[src/rtl/runctl_pkg.sv]
package runctl_pkg;

    localparam int OP_W   = 4;
    localparam int KIND_W = 4;
    localparam int WORD_W = 32;

    typedef enum logic [OP_W-1:0] {
        OP_IMEM_WR = 4'd0,
        OP_IMEM_RD = 4'd1,
        OP_DMEM_WR = 4'd2,
        OP_DMEM_RD = 4'd3,
        OP_ARG_LD  = 4'd4,
        OP_ARG_PC  = 4'd5,
        OP_GO      = 4'd6,
        OP_GO_N    = 4'd7,
        OP_HALT    = 4'd8,
        OP_RD_CYC  = 4'd9,
        OP_RD_INS  = 4'd10
    } op_e;

    typedef enum logic [KIND_W-1:0] {
        KIND_ACK  = 4'd0,
        KIND_DATA = 4'd1,
        KIND_ERR  = 4'd2
    } kind_e;

    typedef struct packed {
        logic [OP_W-1:0]   op;
        logic [WORD_W-1:0] addr;
        logic [WORD_W-1:0] data;
    } cmd_t;

    typedef struct packed {
        logic [WORD_W-1:0] data;
        logic [KIND_W-1:0] kind;
        logic [WORD_W-1:0] addr;
    } rsp_t;

    // memory commands occupy opcodes 0..3
    function automatic logic op_is_mem(input logic [OP_W-1:0] op);
        return op[OP_W-1:2] == '0;
    endfunction

    // within memory commands, bit 0 marks a read
    function automatic logic op_is_read(input logic [OP_W-1:0] op);
        return op[0];
    endfunction

    // within memory commands, bit 1 selects data memory
    function automatic logic op_mem_sel(input logic [OP_W-1:0] op);
        return op[1];
    endfunction

    function automatic logic op_is_start(input logic [OP_W-1:0] op);
        return (op == OP_GO) || (op == OP_GO_N);
    endfunction

    function automatic logic op_defined(input logic [OP_W-1:0] op);
        return op <= OP_RD_INS;
    endfunction

endpackage

[src/rtl/runctl_perf.sv]
module runctl_perf #(
    parameter int CNT_W = 32
) (
    input  logic             clk,
    input  logic             rst,
    input  logic             clr,
    input  logic             en,
    input  logic             inc,
    output logic [CNT_W-1:0] count
);

    always_ff @(posedge clk) begin
        if (rst || clr) begin
            count <= '0;
        end else if (en && inc) begin
            count <= count + 1'b1;
        end
    end


    perf_hold_chk: assert property (@(posedge clk) disable iff (rst)
        (!en && !clr) |=> $stable(count));

endmodule

[src/rtl/runctl_run.sv]
module runctl_run
    import runctl_pkg::*;
(
    input  logic              clk,
    input  logic              rst,
    input  logic              exec_valid,
    input  cmd_t              exec_cmd,
    input  logic              core_stop_hit,
    output logic              core_run,
    output logic              core_pc_load,
    output logic [WORD_W-1:0] core_pc_value,
    output logic              host_irq,
    output logic              cnt_clr
);

    logic [WORD_W-1:0] arg_q;
    logic [WORD_W-1:0] remain_q;
    logic              run_q;
    logic              bounded_q;
    logic              irq_q;
    logic              pc_load_q;
    logic [WORD_W-1:0] pc_val_q;

    assign cnt_clr = exec_valid && op_is_start(exec_cmd.op);

    always_ff @(posedge clk) begin
        if (rst) begin
            arg_q     <= '0;
            remain_q  <= '0;
            run_q     <= 1'b0;
            bounded_q <= 1'b0;
            irq_q     <= 1'b0;
            pc_load_q <= 1'b0;
            pc_val_q  <= '0;
        end else begin
            pc_load_q <= 1'b0;
            // free-running behaviour of an active run
            if (run_q) begin
                if (core_stop_hit) begin
                    run_q <= 1'b0;
                    irq_q <= 1'b1;
                end else if (bounded_q && remain_q == 1) begin
                    run_q <= 1'b0;
                end
                if (bounded_q) begin
                    remain_q <= remain_q - 1'b1;
                end
            end
            // host commands take precedence
            if (exec_valid) begin
                case (exec_cmd.op)
                    OP_ARG_LD: arg_q <= exec_cmd.data;
                    OP_ARG_PC: begin
                        pc_load_q <= 1'b1;
                        pc_val_q  <= arg_q;
                        irq_q     <= 1'b0;
                    end
                    OP_GO: begin
                        run_q     <= 1'b1;
                        bounded_q <= 1'b0;
                        irq_q     <= 1'b0;
                    end
                    OP_GO_N: begin
                        pc_load_q <= 1'b1;
                        pc_val_q  <= exec_cmd.addr;
                        run_q     <= (arg_q != '0);
                        bounded_q <= 1'b1;
                        remain_q  <= arg_q;
                        irq_q     <= 1'b0;
                    end
                    OP_HALT: run_q <= 1'b0;
                    default: ;
                endcase
            end
        end
    end

    assign core_run      = run_q;
    assign core_pc_load  = pc_load_q;
    assign core_pc_value = pc_val_q;
    assign host_irq      = irq_q;


    irq_source_chk: assert property (@(posedge clk) disable iff (rst)
        $rose(host_irq) |-> $past(core_stop_hit && core_run));


    irq_clear_chk: assert property (@(posedge clk) disable iff (rst)
        $fell(host_irq) |-> $past(exec_valid && (op_is_start(exec_cmd.op) || exec_cmd.op == OP_ARG_PC)));

endmodule

[src/rtl/runctl_cmd.sv]
module runctl_cmd
    import runctl_pkg::*;
(
    input  logic              clk,
    input  logic              rst,
    input  logic              cmd_valid,
    output logic              cmd_ready,
    input  cmd_t              cmd_in,
    output logic              rsp_valid,
    input  logic              rsp_ready,
    output rsp_t              rsp_out,
    input  logic              core_busy,
    input  logic [WORD_W-1:0] cyc_val,
    input  logic [WORD_W-1:0] ins_val,
    output logic              exec_valid,
    output cmd_t              exec_cmd,
    output logic              mem_req,
    output logic              mem_we,
    output logic              mem_sel,
    output logic [WORD_W-1:0] mem_addr,
    output logic [WORD_W-1:0] mem_wdata,
    input  logic [WORD_W-1:0] mem_rdata
);

    typedef enum logic [1:0] {S_IDLE, S_EXEC, S_WAIT, S_RESP} state_e;

    state_e state_q;
    cmd_t   cur_q;
    rsp_t   rsp_q;
    logic   mem_cmd;

    assign mem_cmd = op_is_mem(cur_q.op);

    always_ff @(posedge clk) begin
        if (rst) begin
            state_q <= S_IDLE;
            cur_q   <= '0;
            rsp_q   <= '0;
        end else begin
            case (state_q)
                S_IDLE: begin
                    if (cmd_valid) begin
                        cur_q   <= cmd_in;
                        state_q <= S_EXEC;
                    end
                end
                S_EXEC: begin
                    rsp_q.addr <= cur_q.addr;
                    rsp_q.data <= '0;
                    rsp_q.kind <= KIND_ACK;
                    state_q    <= S_RESP;
                    if (mem_cmd) begin
                        if (core_busy) begin
                            rsp_q.kind <= KIND_ERR;
                        end else if (op_is_read(cur_q.op)) begin
                            state_q <= S_WAIT;
                        end
                    end else if (cur_q.op == OP_RD_CYC) begin
                        rsp_q.data <= cyc_val;
                        rsp_q.kind <= KIND_DATA;
                    end else if (cur_q.op == OP_RD_INS) begin
                        rsp_q.data <= ins_val;
                        rsp_q.kind <= KIND_DATA;
                    end else if (!op_defined(cur_q.op)) begin
                        rsp_q.kind <= KIND_ERR;
                    end
                end
                S_WAIT: begin
                    rsp_q.data <= mem_rdata;
                    rsp_q.kind <= KIND_DATA;
                    state_q    <= S_RESP;
                end
                default: begin
                    if (rsp_ready) begin
                        state_q <= S_IDLE;
                    end
                end
            endcase
        end
    end

    assign cmd_ready  = (state_q == S_IDLE);
    assign rsp_valid  = (state_q == S_RESP);
    assign rsp_out    = rsp_q;
    assign exec_valid = (state_q == S_EXEC);
    assign exec_cmd   = cur_q;
    assign mem_req    = (state_q == S_EXEC) && mem_cmd && !core_busy;
    assign mem_we     = !op_is_read(cur_q.op);
    assign mem_sel    = op_mem_sel(cur_q.op);
    assign mem_addr   = cur_q.addr;
    assign mem_wdata  = cur_q.data;


    rsp_hold_chk: assert property (@(posedge clk) disable iff (rst)
        (rsp_valid && !rsp_ready) |=> (rsp_valid && $stable(rsp_out)));


    single_cmd_chk: assert property (@(posedge clk) disable iff (rst)
        (cmd_valid && cmd_ready) |=> !cmd_ready);

endmodule

[src/rtl/cpu_runctl.sv]
module cpu_runctl
    import runctl_pkg::*;
#(
    parameter int CNT_W = 32
) (
    input  logic              clk,
    input  logic              rst,
    input  logic              cmd_valid,
    output logic              cmd_ready,
    input  logic [OP_W-1:0]   cmd_op,
    input  logic [WORD_W-1:0] cmd_addr,
    input  logic [WORD_W-1:0] cmd_data,
    output logic              rsp_valid,
    input  logic              rsp_ready,
    output logic [WORD_W-1:0] rsp_data,
    output logic [KIND_W-1:0] rsp_kind,
    output logic [WORD_W-1:0] rsp_addr,
    output logic              host_irq,
    output logic              core_run,
    output logic              core_pc_load,
    output logic [WORD_W-1:0] core_pc_value,
    input  logic              core_retire,
    input  logic              core_stop_hit,
    output logic              mem_req,
    output logic              mem_we,
    output logic              mem_sel,
    output logic [WORD_W-1:0] mem_addr,
    output logic [WORD_W-1:0] mem_wdata,
    input  logic [WORD_W-1:0] mem_rdata
);

    cmd_t             cmd_bus;
    rsp_t             rsp_bus;
    logic             exec_valid;
    cmd_t             exec_cmd;
    logic             cnt_clr;
    logic [CNT_W-1:0] cyc_cnt;
    logic [CNT_W-1:0] ins_cnt;

    assign cmd_bus = '{op: cmd_op, addr: cmd_addr, data: cmd_data};
    assign rsp_data = rsp_bus.data;
    assign rsp_kind = rsp_bus.kind;
    assign rsp_addr = rsp_bus.addr;

    runctl_cmd i_cmd (
        .clk        (clk),
        .rst        (rst),
        .cmd_valid  (cmd_valid),
        .cmd_ready  (cmd_ready),
        .cmd_in     (cmd_bus),
        .rsp_valid  (rsp_valid),
        .rsp_ready  (rsp_ready),
        .rsp_out    (rsp_bus),
        .core_busy  (core_run),
        .cyc_val    (WORD_W'(cyc_cnt)),
        .ins_val    (WORD_W'(ins_cnt)),
        .exec_valid (exec_valid),
        .exec_cmd   (exec_cmd),
        .mem_req    (mem_req),
        .mem_we     (mem_we),
        .mem_sel    (mem_sel),
        .mem_addr   (mem_addr),
        .mem_wdata  (mem_wdata),
        .mem_rdata  (mem_rdata)
    );

    runctl_run i_run (
        .clk           (clk),
        .rst           (rst),
        .exec_valid    (exec_valid),
        .exec_cmd      (exec_cmd),
        .core_stop_hit (core_stop_hit),
        .core_run      (core_run),
        .core_pc_load  (core_pc_load),
        .core_pc_value (core_pc_value),
        .host_irq      (host_irq),
        .cnt_clr       (cnt_clr)
    );

    runctl_perf #(.CNT_W(CNT_W)) i_cyc_cnt (
        .clk   (clk),
        .rst   (rst),
        .clr   (cnt_clr),
        .en    (core_run),
        .inc   (1'b1),
        .count (cyc_cnt)
    );

    runctl_perf #(.CNT_W(CNT_W)) i_ins_cnt (
        .clk   (clk),
        .rst   (rst),
        .clr   (cnt_clr),
        .en    (core_run),
        .inc   (core_retire),
        .count (ins_cnt)
    );


    mem_while_run_chk: assert property (@(posedge clk) disable iff (rst)
        core_run |-> !mem_req);

endmodule

[config.mk]
export PLATFORM = sky130hd
export DESIGN_NAME = cpu_runctl
export DESIGN_NICKNAME = d
export VERILOG_FILES = /design/src/rtl/runctl_pkg.sv /design/src/rtl/runctl_perf.sv /design/src/rtl/runctl_run.sv /design/src/rtl/runctl_cmd.sv /design/src/rtl/cpu_runctl.sv
export SDC_FILE = /design/constraint.sdc
export NUM_CORES = 1
export LEC_CHECK = 0
export CAP_MARGIN = 20
export CORE_UTILIZATION = 40
export CTS_CLUSTER_DIAMETER = 200
export CTS_CLUSTER_SIZE = 40
export DETAILED_ROUTE_END_ITERATION = 10
export PLACE_DENSITY = 0.75
export SYNTH_ARGS = -nofsm -noshare
export SYNTH_HDL_FRONTEND = slang
export SYNTH_SLANG_ARGS = --single-unit
[constraint.sdc]
create_clock -name clk -period 2.6 [get_ports clk]
set_input_delay 0.65 -clock clk [delete_from_list [all_inputs] [get_ports clk]]
set_output_delay 0.65 -clock clk [all_outputs]
set_load 0.01 [all_outputs]
# == Word-level counts from Yosys, hierarchy flattened ==
# Cells that the tools add are included.
# classes
addsub,3
magnitude_cmp,1
eq_ne,12
muxes,30
n_bitwise,1
n_reduce_logical,24
# op_table
operator,n
32-bit two-way mux,6
36-bit case mux with 2 select lines,1
"32-bit by 1-bit adder with 32-bit output, second input constant",2
32-bit case mux with 2 select lines,1
36-bit two-way mux,1
"32-bit by 1-bit == test with 1-bit output, second input constant",1
32-bit nonzero test,1
"32-bit by 1-bit subtractor with 32-bit output, second input constant",1
"4-bit by 3-bit == test with 1-bit output, second input constant",4
2-bit two-way mux,7
"4-bit == test, second input constant",3
1-bit two-way mux,10
2-bit AND reduction,5
2-bit case mux with 3 select lines,1
2-bit nonzero test,3
1-bit logical AND,5
"2-bit == test, second input constant",2
"4-bit less-or-equal comparator, second input constant",1
2-bit zero test,2
4-bit two-way mux,1
4-bit nonzero test,1
2-bit OR reduction,2
1-bit case mux with 3 select lines,1
3-bit OR reduction,1
6 further kinds,8
# totals
regBits,302
in_bits,106
output_inout_bits,172
elab_cells,87

# == Longest topological paths before layout ==
# Gate-level depths: netlist of the first run.
# depth
ltp_word,7
depth_mapped,9
mapped_depth_nobuf,7

# == Cells and area by module ==
# From an unflattened synthesis of the first run, not the netlist that was laid out.
# unflattened
hier_cells,1665
area_unflattened_um2,14311.2
# by_module_without_submodules
mod,n_inst,cells_per_inst,area_each_um2,seq_area_each_um2
runctl_cmd,1,762,6796.5,2722.6
runctl_run,1,534,4418.0,2001.9
runctl_perf,2,184,1546.5,640.6
cpu_runctl,1,1,3.8,0.0

# == Worst setup path before layout of the first run ==
# No wires, ideal clock.
# synth_path
path_type,reg2reg
startpoint,register i_cmd.state_q[1]
endpoint,register i_run.pc_val_q[25] (netlist: i_run.core_pc_value[25])
setup_ps,86
t_arrival_ps,2007
t_required_ps,2514
path_slack_ps,508
path_stages_with_launch,10
path_buffers,3
period_less_slack_ps,2092
path_cell_list,dfxtp_1 > inv_1 > ha_1 > clkbuf_1 > and3b_1 > and2_1 > clkbuf_1 > clkbuf_1 > nor2_1 > a211oi_1
# synth_via
elab_chain_len,2
# synth_rtl
element,line_no,source
"start, declared",runctl_cmd.sv:27,state_e state_q;
"start signal, assigned",runctl_cmd.sv:36,state_q <= S_IDLE;
"start signal, assigned",runctl_cmd.sv:44,state_q <= S_EXEC;
"start signal, assigned",runctl_cmd.sv:51,state_q <= S_RESP;
2-bit by 1-bit == test with 1-bit output,runctl_cmd.sv:85,assign exec_valid = (state_q == S_EXEC);
2-bit AND reduction (no source line),--,
"end signal, assigned",runctl_run.sv:55,pc_val_q <= arg_q;
"end signal, assigned",runctl_run.sv:65,pc_val_q <= exec_cmd.addr;
"end, declared",runctl_run.sv:22,logic [WORD_W-1:0] pc_val_q;
# No other way between the ends.
# A chain may end at the register's enable or synchronous reset.

# == Final worst setup path of the first run ==
# layout_path
startpoint,"register i_cmd.cur_q, in the netlist i_cmd.exec_cmd[65]"
endpoint,output port mem_sel
# layout_lines
element,line_no,source
"start, declared",runctl_cmd.sv:28,cmd_t cur_q;
"start signal, assigned",runctl_cmd.sv:43,cur_q <= cmd_in;
"end, declared",cpu_runctl.sv:26,"output logic mem_sel,"
# No word-level cell between the ends.

==> out/qor.txt, run 1 <==
status: completed
setup TNS: 0 ns
leading area contributor after synthesis: dfxtp_1
pwr/cell area: 675 nW/um2
first-pass detailed-route iteration total: 5
global route total overflow: 0
final setup vio count: 0
gr usage total: 0.213
CTS tree: done
row cnt: 66
clock share of power: 0.203
Worst setup SP type: register
Yosys top cell area share: 0.452
register share of total power: 0.486
die height: 184 um
Avg Inst Size Synth: 8.28 um2
Post-CTS Setup Repair Bufs: 0
nets: 1865
crit-path cells: clkdlybuf4s50_1
XOR/XNOR Fraction of Synth Area: 0.0548
Initial Util: 0.407
Core Area: 32600 um2
Critical Path Fanout Max: 12
FILL cells: 3058
Synth Flop Type: dfxtp_1
Synth area leaders: dfxtp_1, nand2_1, nor2_1
Clock Latency Late Sink: 0.51 ns
Async S/R FF share, synth: 0
CP Class: reg2out
I/O pins: 278
clk sinks: 300
Syn Inst Count: 1604
Worst Path Buf+Inv: 1
cell with the most instances after synthesis: dfxtp_1
Antenna Nets Post-Route: 0
Compound-Gate Fraction of Synth Area: 0.135
DR vias/cell: 5.24
WL per Instance: 16.7 um
violation count after the first detailed-route iteration: 722
Crit path arrival time: 1.84 ns
dpl hpwl: 25700 um
combinational fraction of design power: 0.310
layout cells sized above 1: 0.0406
Synth Area in Simple Gates: 0.227
Fmax: 402 MHz
die area: 33900 um2
Largest stage delay, worst path: 0.69 ns
largest net degree at the start of global routing: 69
final core occ: 0.501
Synth Area in Adders: 0.00754
initial antenna violation count: 0
Bufs on Longest Clock Path: 3
Min Clock Period, post-route: 2.49 ns
Clock transition at path regs: 0.14 ns
Crit. End Element: output port
DR DRC count: 0
count of flip-flops with a built-in enable after synthesis: 0
Net Sw Frac: 0.329
Synth cell types: 52
Slew HR: 0.508
Switching Power: 3.63 mW
CTS Buf Count: 11
Tightest Pin Transition: 0.738 ns
Port Buf Inserts: 275
vias: 11500
slowest CP cell: clkdlybuf4s50_1
final period utilization: 0.957
Worst path top cell family by delay: buffers and inverters
peak supply drop: 494 uV
P_leak: 5.62 nW
YS warnings: 0
pre-CTS setup slack: 0.195 ns
synthesis-to-layout area growth: 23.2%
multiplexer share of the synthesized area: 0.0505
largest family of logic cells by synthesized area: simple AND/OR/NAND/NOR gates
setup slack, reg-to-reg: 0.36 ns
flops & latches, synth: 300
CTS Root Buffer Type: clkbuf_16
final hold vios: 0
Seq/Total Area, Yosys: 0.452
Pint: 7.40 mW
Diodes inserted: 0
Syn Std Cell Area: 13300 um2
Max-cap violations: 0
RSZ-0062 raised after global routing: no
first-pass GRT wire length: 58200 um
GPL Wtd Cong: 0.914
worst endpoint required time: 1.95 ns
Setup WS post-layout: 0.113 ns
vias in the first global route: 10900
worst hold path type: reg2reg
Die X: 184 um
Post-synth top cells: dfxtp_1, nand2_1, nor2_1
H-tree levels: 1
Fin Clk Skew: 0.0332 ns
Post-Route WL: 36600 um
Final Max Tran Viols: 0
## logic make-up (layout without fill, tap and decap cells)
family / Yosys count / count (layout)
and+or+nand+nor: 668 / 668
DFF: 300 / 300
AOI/OAI and AO/OA: 286 / 286
buffers and inverters: 191 / 336
xor gates and xnor gates: 83 / 83
muxes: 67 / 67
adders and majority gates: 8 / 8
other: 1 / 2
## final cells by class
| cell class | count | area (um2) | share of cell area |
|---|---|---|---|
| Clock buffer | 11 | 275 | 0.0168 |
| Clock inverter | 1 | 20.0 | 0.00122 |
| Inverter | 15 | 56.3 | 0.00344 |
| Multi-Input combinational cell | 1114 | 6350 | 0.389 |
| Sequential cell | 300 | 6010 | 0.367 |
| Tap cell | 442 | 553 | 0.0338 |
| Timing Repair Buffer | 309 | 3090 | 0.189 |
## state kept, by name (all words and copies together), names as in the netlist
signal and cells:
i_cmd.exec_cmd 4, i_cmd.mem_addr 32, i_cmd.mem_wdata 32, i_cmd.rsp_out 66, i_cmd.state_q 2, i_cyc_cnt.count 32, i_ins_cnt.count 32, i_run.arg_q 32
i_run.bounded_q 1, i_run.core_pc_load 1, i_run.core_pc_value 32, i_run.core_run 1, i_run.host_irq 1, i_run.remain_q 32
## path summary, 6_finish.rpt
check        cells after the start                from            endpoint
max                              1  i_cmd.exec_cmd[65]             mem_sel
min                              2  i_cmd.mem_wdata[3]      i_run.arg_q[3]
max reg2reg                      5  i_run.remain_q[16]  i_run.remain_q[26]
min reg2reg                      2  i_cmd.mem_wdata[3]      i_run.arg_q[3]
## power groups by stage
stage	combinational [mW]	clock, mW	sequential, mW
global route	3.79	2.47	5.42
floorplan	2.13	0	5.43
finish	3.42	2.24	5.37
global placement	3.37	0	5.46
detailed placement	3.44	0	5.47
CTS	3.45	2.33	5.37
## what timing repair did
action / CTS / global route
hold buffers: 0 / 0
resized for setup: 1 / 0
endpoints found under the setup margin: 1 / 0
## routing by layer
metal | vias up | GRT usage | routed length [um]
met5 | - | 0 | 0
met3 | 44 | 0.0423 | 2490
met1 | 5366 | 0.284 | 16400
li1 | 5709 | - | -
met4 | 0 | 0.0537 | 820
met2 | 369 | 0.352 | 17000
## cells in the final DEF (no fill, tap or decap), types with 8 or more instances in the layout
cell | Yosys | layout
nor4_1 | 27 | 27
nand2_1 | 280 | 279
dfxtp_1 | 300 | 300
and4_1 | 8 | 8
or3_1 | 13 | 13
o21ai_0 | 38 | 38
a21oi_1 | 112 | 112
buf_4 | 66 | 28
xor2_1 | 37 | 37
mux2i_1 | 67 | 67
xnor2_1 | 46 | 46
o211ai_1 | 33 | 33
inv_1 | 15 | 15
nor2_1 | 209 | 209
clkbuf_16 | 0 | 11
nand3_1 | 33 | 32
a22oi_1 | 32 | 32
clkdlybuf4s50_1 | 0 | 273
nand4_1 | 25 | 25
nor3_1 | 29 | 29
a211oi_1 | 56 | 56
## metrics by stage
stage | instance area, um2 | power, mW | cells | hold WS (ns)
floorplan | 13300 | 7.56 | 1605 | 0.445
global placement | 16100 | 8.83 | 2180 | 0.458
detailed placement | 16100 | 8.91 | 2180 | 0.459
CTS | 16400 | 11.2 | 2192 | 0.460
global route | 16400 | 11.7 | 2192 | 0.484
finish | 16400 | 11.0 | 2192 | 0.465
(Power assumes the default switching activity.)
==> inputs of run 2 (changes only) <==
- PLACE_DENSITY: 0.75 -> 0.78
- clock period: 2.6 -> 2.2 ns (I/O delays scaled with it)
==> run 2 against run 1 <==
First-iteration DRC count increased by 19%; combinational power increased by 20%; utilization increased by 0.95 points; sequential share of layout area decreased by 0.64 points; cell area increased by 1.9%; critical path depth unchanged; routed wire length increased by 1.0%; via count increased by 1.2%; count of clock-buffer cells in the layout unchanged; total power increased by 19%; highest routed layer is now met5.
==> out/qor.txt, run 2 (synthesis results as in run 1) <==
I/O pins: 278
Port Buf Inserts: 275
crit-path cells: clkdlybuf4s50_1
Post-Route WL: 37000 um
status: completed
FILL cells: 3040
first-pass detailed-route iteration total: 5
DR DRC count: 0
most common cell after layout, fill and taps aside: dfxtp_1
DR vias/cell: 5.24
setup TNS: 0 ns
area of placed instances: 16300 um2
nets: 1889
Die X: 184 um
clk sinks: 300
post-route design area: 16700 um2
Pint: 8.80 mW
clock share of power: 0.201
P_leak: 5.79 nW
die height: 184 um
Net Sw Frac: 0.327
Critical Path Fanout Max: 12
Setup WS post-layout: 0.0480 ns
pre-CTS setup slack: -0.115 ns
final period utilization: 0.978
dpl hpwl: 26300 um
register share of total power: 0.485
gr usage total: 0.216
WL per Instance: 16.7 um
max reg flops: 66
Tightest Pin Transition: 0.727 ns
CP Class: reg2out
layout cells sized above 1: 0.0592
Crit. End Element: output port
final hold vios: 0
Post-CTS Setup Repair Bufs: 0
H-tree levels: 1
Post-Layout Cell Count: 2217
most frequent cells in the layout: dfxtp_1, nand2_1, clkdlybuf4s50_1, nor2_1, a21oi_1
Crit path arrival time: 1.60 ns
final setup vio count: 0
RSZ-0062 raised after global routing: no
Slew HR: 0.516
Initial Util: 0.407
worst endpoint required time: 1.65 ns
Fin Clk Skew: 0.0386 ns
GPL Wtd Cong: 0.867
violation count after the first detailed-route iteration: 856
Switching Power: 4.28 mW
Largest stage delay, worst path: 0.63 ns
die area: 33900 um2
vias: 11600
Bufs on Longest Clock Path: 3
Worst path top cell family by delay: buffers and inverters
global route total overflow: 0
Worst Path Buf+Inv: 1
Max-cap violations: 0
slowest CP cell: clkdlybuf4s50_1
largest net degree at the start of global routing: 119
first-pass GRT wire length: 58900 um
Inst Count DP: 2204
Antenna Nets Post-Route: 0
area occupied by multi-input gates: 6430 um2
Final Power: 13.1 mW
initial antenna violation count: 2
peak supply drop: 521 uV
vias in the first global route: 11100
combinational fraction of design power: 0.314
Clock Latency Late Sink: 0.51 ns
register area: 6010 um2
Min Clock Period, post-route: 2.15 ns
Core Area: 32600 um2
CTS tree: done
CTS Buf Count: 11
worst hold path type: in2reg
row cnt: 66
CTS Root Buffer Type: clkbuf_16
pwr/cell area: 785 nW/um2
synthesis-to-layout area growth: 25.5%
Fmax: 465 MHz
Worst setup SP type: register
Final Max Tran Viols: 0
Clock transition at path regs: 0.15 ns
-- run 2: cell types whose count changed in the layout (fill, tap and decap cells not counted), moves of 3 or more --
cell,previous run,this run
buf_4,28,48
dfxtp_1,300,296
dfxtp_2,0,3
buf_12,6,10
clkdlybuf4s50_1,273,269
-- run 2: power by group through the flow --
stage | Clock, mW | Sequential, mW | Combinational (mW)
final | 2.63 | 6.34 | 4.11
after floorplan | 0 | 6.42 | 2.52
after CTS | 2.73 | 6.34 | 4.14
after global placement | 0 | 6.44 | 4.04
after detailed placement | 0 | 6.46 | 4.14
after global routing | 2.87 | 6.42 | 4.55
-- run 2: through the flow --
step	hold slack, ns	util
after CTS	0.401	0.509
after global placement	0.457	0.499
after global routing	0.430	0.511
after floorplan	0.445	-
after detailed placement	0.462	0.499
final	0.421	0.511
-- run 2: worst paths after layout --
check,startpoint,to,slack [ns],depth (start not counted)
max reg2reg,i_run.remain_q[16],i_run.remain_q[27],0.11,5
max,i_cmd.exec_cmd[65],mem_sel,0.05,1
min reg2reg,i_cmd.mem_wdata[11],i_run.arg_q[11],0.46,2
min,rst,i_cmd.rsp_out[43],0.42,2
-- run 2: area by class of cell --
class,instances,share of cell area
multi-input combinational,1114,0.386
sequential,300,0.361
timing repair buffer,333,0.199
tap,442,0.0332
clock buffer,11,0.0165
inverter,15,0.00338
clock inverter,1,0.00120
antenna,1,0.000150
-- run 2: per-layer routing --
| layer | share of wire | track usage | vias to the layer above |
|---|---|---|---|
| met4 | 0.022 | 0.0513 | 2 |
| li1 | - | - | 5766 |
| met5 | 0.00035 | 0 | - |
| met1 | 0.44 | 0.284 | 5474 |
| met3 | 0.067 | 0.0429 | 44 |
| met2 | 0.47 | 0.360 | 341 |
-- run 2: what timing repair did --
item / CTS / global route
hold buffers: 0 / 0
resized for setup: 14 / 11
pin swaps: 0 / 2
cloned: 0 / 0
endpoints found under the setup margin: 7 / 9
